--- config.mk ---
export PLATFORM = sky130hd
export DESIGN_NAME = ctr_field
export DESIGN_NICKNAME = d
export VERILOG_FILES = /design/src/rtl/ctr_pkg.sv /design/src/rtl/ctr_step_sel.sv /design/src/rtl/ctr_next.sv /design/src/rtl/ctr_field.sv
export SDC_FILE = /design/constraint.sdc
export NUM_CORES = 1
export LEC_CHECK = 0
export BUFFER_PORTS_ARGS = -buffer_cell sky130_fd_sc_hd__buf_2
export CAP_MARGIN = 30
export CORE_MARGIN = 2
export CORE_UTILIZATION = 25
export CTS_BUF_LIST = sky130_fd_sc_hd__clkbuf_2
export DETAILED_ROUTE_END_ITERATION = 16
export PLACE_DENSITY_LB_ADDON = 0.1
export SLEW_MARGIN = 20
export SYNTH_ARGS = -nofsm -noshare
export SYNTH_HDL_FRONTEND = slang
export SYNTH_SLANG_ARGS = --single-unit
--- constraint.sdc ---
create_clock -name clk -period 3.2 [get_ports clk]
set_input_delay 0.16 -clock clk [delete_from_list [all_inputs] [get_ports clk]]
set_output_delay 0.16 -clock clk [all_outputs]
set_load 0.1 [all_outputs]
--- src/rtl/ctr_pkg.sv ---
package ctr_pkg;
  typedef enum int {
    STEP_UNIT  = 0,
    STEP_FIXED = 1,
    STEP_VAR   = 2
  } step_mode_e;
endpackage

--- src/rtl/ctr_step_sel.sv ---
module ctr_step_sel #(
  parameter int W = 8,
  parameter ctr_pkg::step_mode_e MODE = ctr_pkg::STEP_UNIT,
  parameter int FIXED = 1,
  parameter int VW = 1
) (
  input  logic          stb,
  input  logic [VW-1:0] amt,
  output logic [W-1:0]  step
);
  logic [W-1:0] raw_step;

  generate
    if (MODE == ctr_pkg::STEP_VAR) begin : g_var
      assign raw_step = W'(amt);
    end else if (MODE == ctr_pkg::STEP_FIXED) begin : g_fixed
      logic unused_amt;
      assign unused_amt = ^amt;
      assign raw_step = W'(FIXED);
    end else begin : g_unit
      logic unused_amt;
      assign unused_amt = ^amt;
      assign raw_step = W'(1);
    end
  endgenerate

  assign step = stb ? raw_step : '0;
endmodule

--- src/rtl/ctr_next.sv ---
module ctr_next #(
  parameter int W = 8,
  parameter bit INC_SAT_EN = 1'b1,
  parameter int INC_CEIL = (1 << W) - 1,
  parameter bit DEC_SAT_EN = 1'b1,
  parameter int DEC_FLOOR = 0
) (
  input  logic [W-1:0] cur,
  input  logic [W-1:0] up_step,
  input  logic [W-1:0] dn_step,
  output logic [W-1:0] nxt,
  output logic         wrap_up,
  output logic         wrap_dn,
  output logic         sat_hi,
  output logic         sat_lo
);
  localparam int EW = W + 2;
  localparam logic signed [EW-1:0] CEIL_S  = EW'(INC_CEIL);
  localparam logic signed [EW-1:0] FLOOR_S = EW'(DEC_FLOOR);
  localparam logic signed [EW-1:0] MAX_S   = EW'((1 << W) - 1);

  function automatic logic signed [EW-1:0] widen(input logic [W-1:0] v);
    return $signed({2'b00, v});
  endfunction

  function automatic logic signed [EW-1:0] raw_sum(input logic [W-1:0] c,
                                                  input logic [W-1:0] u,
                                                  input logic [W-1:0] d);
    return widen(c) + widen(u) - widen(d);
  endfunction

  logic signed [EW-1:0] sum;
  logic going_up, going_dn;

  assign sum      = raw_sum(cur, up_step, dn_step);
  assign going_up = up_step > dn_step;
  assign going_dn = dn_step > up_step;

  always_comb begin
    nxt     = sum[W-1:0];
    wrap_up = 1'b0;
    wrap_dn = 1'b0;
    sat_hi  = 1'b0;
    sat_lo  = 1'b0;
    if (going_up) begin
      if (INC_SAT_EN) begin
        if (sum > CEIL_S) begin
          nxt    = CEIL_S[W-1:0];
          sat_hi = 1'b1;
        end
      end else begin
        wrap_up = sum > MAX_S;
      end
    end else if (going_dn) begin
      if (DEC_SAT_EN) begin
        if (sum < FLOOR_S) begin
          nxt    = FLOOR_S[W-1:0];
          sat_lo = 1'b1;
        end
      end else begin
        wrap_dn = sum < 0;
      end
    end
  end
endmodule

--- src/rtl/ctr_field.sv ---
module ctr_field #(
  parameter int W = 8,
  parameter ctr_pkg::step_mode_e INC_MODE = ctr_pkg::STEP_UNIT,
  parameter int INC_FIXED = 1,
  parameter int INC_VW = 4,
  parameter ctr_pkg::step_mode_e DEC_MODE = ctr_pkg::STEP_UNIT,
  parameter int DEC_FIXED = 1,
  parameter int DEC_VW = 4,
  parameter bit INC_SAT_EN = 1'b1,
  parameter int INC_CEIL = (1 << W) - 1,
  parameter bit DEC_SAT_EN = 1'b1,
  parameter int DEC_FLOOR = 0,
  parameter int INC_THR = (1 << W) - 1,
  parameter int DEC_THR = 0
) (
  input  logic              clk,
  input  logic              rst_n,
  input  logic              incr_stb,
  input  logic [INC_VW-1:0] incr_amt,
  input  logic              decr_stb,
  input  logic [DEC_VW-1:0] decr_amt,
  input  logic              wr_en,
  input  logic [W-1:0]      wr_data,
  output logic [W-1:0]      count,
  output logic              at_upper,
  output logic              at_lower,
  output logic              ovf_pulse,
  output logic              unf_pulse
);
  localparam logic [W-1:0] THR_HI = W'(INC_THR);
  localparam logic [W-1:0] THR_LO = W'(DEC_THR);

  logic [W-1:0] count_q;
  logic [W-1:0] up_step, dn_step, nxt;
  logic ev_wrap_up, ev_wrap_dn, ev_sat_hi, ev_sat_lo, ev_sw_write;
  logic ovf_q, unf_q;

  ctr_step_sel #(.W(W), .MODE(INC_MODE), .FIXED(INC_FIXED), .VW(INC_VW)) u_up (
    .stb(incr_stb), .amt(incr_amt), .step(up_step)
  );

  ctr_step_sel #(.W(W), .MODE(DEC_MODE), .FIXED(DEC_FIXED), .VW(DEC_VW)) u_dn (
    .stb(decr_stb), .amt(decr_amt), .step(dn_step)
  );

  ctr_next #(
    .W(W), .INC_SAT_EN(INC_SAT_EN), .INC_CEIL(INC_CEIL),
    .DEC_SAT_EN(DEC_SAT_EN), .DEC_FLOOR(DEC_FLOOR)
  ) u_nxt (
    .cur(count_q), .up_step(up_step), .dn_step(dn_step), .nxt(nxt),
    .wrap_up(ev_wrap_up), .wrap_dn(ev_wrap_dn),
    .sat_hi(ev_sat_hi), .sat_lo(ev_sat_lo)
  );

  assign ev_sw_write = wr_en;

  always_ff @(posedge clk or negedge rst_n) begin
    if (!rst_n) begin
      count_q <= '0;
      ovf_q   <= 1'b0;
      unf_q   <= 1'b0;
    end else if (ev_sw_write) begin
      count_q <= wr_data;
      ovf_q   <= 1'b0;
      unf_q   <= 1'b0;
    end else begin
      count_q <= nxt;
      ovf_q   <= ev_wrap_up;
      unf_q   <= ev_wrap_dn;
    end
  end

  function automatic logic ge_thr(input logic [W-1:0] v, input logic [W-1:0] t);
    return v >= t;
  endfunction

  function automatic logic le_thr(input logic [W-1:0] v, input logic [W-1:0] t);
    return v <= t;
  endfunction

  assign count     = count_q;
  assign at_upper  = ge_thr(count_q, THR_HI);
  assign at_lower  = le_thr(count_q, THR_LO);
  assign ovf_pulse = ovf_q;
  assign unf_pulse = unf_q;
endmodule

==> results.toml <==
[global_routing]
grt-busiest-layer = "met2"
antenna_found_initial = 0
grt_util_met3_pct = 2.333
gr-total-overflow = 0
gr-usage-met2_pct = 20.10
grt_pass1_vias = 885
grt_pass1_wl_mm = 4.264
grtUsageMet1_pct = 16.23
grt_max_degree = 14
grt.total_usage_pct = 12.51

[critical_path]
cp-start-kind = "flop"
arrival_ns = 2.78
worstSetupPathType = "flop to flop"
required_ns = 3.31
worstSetupEndpointType = "flop"
cp_max_fo = 5

[yosys]
synth_cells = 113
ys_ff_latch = 8
synth_top_cell_by_area = "dfrtp_1"
synth_cell_types = 49
netlist_top_cells_area = "dfrtp_1 20%, xnor2_1 8.7%, ha_1 6.2%"
netlist.area_leader.share_pct = 19.78
netlist_area_um2 = 1012
synth-seq-area-share_pct = 19.78
avgSynthCellArea_um2 = 8.958
yosysWarningCount = 0

[timing]
max_freq_mhz = 374.0
setup_tns_ns = 0
rsz0062_at_grt = "false"
final_hold_viol_count = 0
fin_crit_ns = 2.674
setup_slack_ns = 0.5261
setup_violations = 0
clock_skew_ns = 0.0003751
post-route-period-util_pct = 83.56
slew_viol_final = 0

[finish]
multi_input_area_um2 = 723.2
fillers = 427
num_antenna_cells = 0
layout.area.seq_um2 = 200.2
final_cells = 180
largest_register_ffs = 8
area_growth_pct = 13.35
design_area_um2 = 1147
layout_commonest_cell = "buf_2"
layout_common_cells = "22 x buf_2, 10 x nand2_1, 10 x xnor2_1"
fin_nets = 158
drive_above_1_share_pct = 35.38
final_util_pct = 29.10

[routing]
vias = 858
drt-pass1-iter-count = 4
avgViaCountPerCell = 4.767
routedWlPerCell_um = 13.65
drtAntennaViolNets = 0
initialDrtViolationCount = 59
drt-total-wl_mm = 2.457
drc = 0

[power]
leakage_uw = 0.0004906
ir_drop_mv = 0.1562
power_density_nw_per_um2 = 493.1

[run]
max-cap-violations = 0

[die]
die-width_um = 67.63
dieArea_um2 = 4574
die_height_um = 67.63
core.rowCount = 23
pin_count = 33
start_util_pct = 25.67
core_area_um2 = 3943

[clock_network]
cts_sinks = 8
path_clk_slew_ns = 0.07
cts_root_buf = "clkbuf_2"
clk_path_buf_depth = 2
cts_tree = "built"
cts-buffers-inserted = 3
htree_levels = 1
clkLatencyLatePin_ns = 0.22

[status]
outcome = "complete, no violations"

[place]
dpl-instance-area_um2 = 1122
hpwl_mm = 2.054
port_buffers = 22
post-place-ws_ns = 0.4898
dp.cells = 176
gp_congestion = 0.7404

[hold_path]
worstHoldPathType = "input port to flop"
-- stage by stage --
stage / hold WS [ns] / total power [uW]
2_1_floorplan: -0.1356 / 461.2
3_3_place_gp: 0.01702 / 513.6
3_5_place_dp: 0.02195 / 512.9
4_1_cts: 0.1328 / 574.8
5_1_grt: 0.1420 / 606.4
6_report: 0.1456 / 565.8
-- synthesized netlist by cell type (all sizes together) --
cell type  number
a2bb2oi         2
mux2            1
xor2            3
nand2          11
and2            1
o2bb2a          2
or2             2
nand3           3
buf            10
o41ai           1
o311a           1
nor2b           2
o211ai          1
nor2            9
mux2i           1
o21bai          3
a22oi           2
xnor2          10
nand2b          1
nor4            2
o21ai           9
dfrtp           8
a211oi          2
a31oi           2
nand3b          1
nand4           2
a21oi           1
inv             5
ha              5
clkbuf          1
o22a            1
nand4b          1
nor3            3
conb            1
a221oi          1
or3             1
and3            1
-- kinds of logic (layout without fill, tap and decap cells) --
kind of cell    count (synthesis)  count (layout)  synth area share, %
fa+ha+maj                       5               5                6.180
mux                             2               2                2.101
flops                           8               8                19.78
xor+xnor                       13              13                11.25
compound gates                 28              28                27.69
simple gates                   40              40                22.99
buf+inv                        16              32                9.640
other cells                     1               2               0.3705
-- where the power goes --
group          total [uW]  switching (uW)  internal [uW]
Clock                56.6            31.0           25.6
Combinational         349             246            104
Sequential            160            42.6            117
-- timing repair --
| item | CTS | global route |
|---|---|---|
| hold buffers | 1 | 0 |
| gates resized for setup | 0 | 0 |
| setup buffers | 0 | 0 |
| setup endpoints to repair | 0 | 0 |
| hold endpoints to repair | 8 | 0 |
-- area by class of cell --
| cell class | instances | area share (%) |
|---|---|---|
| flip-flops and latches | 8 | 17.45 |
| well taps | 50 | 5.453 |
| multi-input cells | 90 | 63.03 |
| repair buffers | 24 | 11.12 |
| inverters | 5 | 1.636 |
| clock buffers | 3 | 1.309 |
-- routing by layer --
| layer | part of all wire (%) | wire length, um |
|---|---|---|
| met3 | 3.9 | 95 |
| met2 | 49 | 1196 |
| met4 | 0.94 | 23 |
| met1 | 46 | 1142 |
| met5 | 0 | 0 |
-- worst max-delay path, stage by stage (launching register included) --
cell and delay, ns:
dfrtp_1 0.45, ha_1 0.21, ha_1 0.31, inv_1 0.07, ha_1 0.26, nand2_1 0.08
nor3_1 0.30, a31oi_4 0.10, o311a_4 0.41, a211oi_1 0.27, o21ai_1 0.09
-- final timing paths --
path | start | end | slack (ns) | cells after the start
setup reg to reg | count[0]$_DFF_PN0_ | count[3]$_DFF_PN0_ | 0.53 | 10
setup / recovery | count[0]$_DFF_PN0_ | count[3]$_DFF_PN0_ | 0.53 | 10
min in group asynchronous | rst_n | count[1]$_DFF_PN0_ | 0.31 | 2
max in group asynchronous | rst_n | count[6]$_DFF_PN0_ | 2.72 | 2
hold reg to reg | count[7]$_DFF_PN0_ | count[7]$_DFF_PN0_ | 0.87 | 3
hold / removal | wr_data[6] | count[6]$_DFF_PN0_ | 0.15 | 3
No activity file was read; power rests on OpenSTA's default activity.
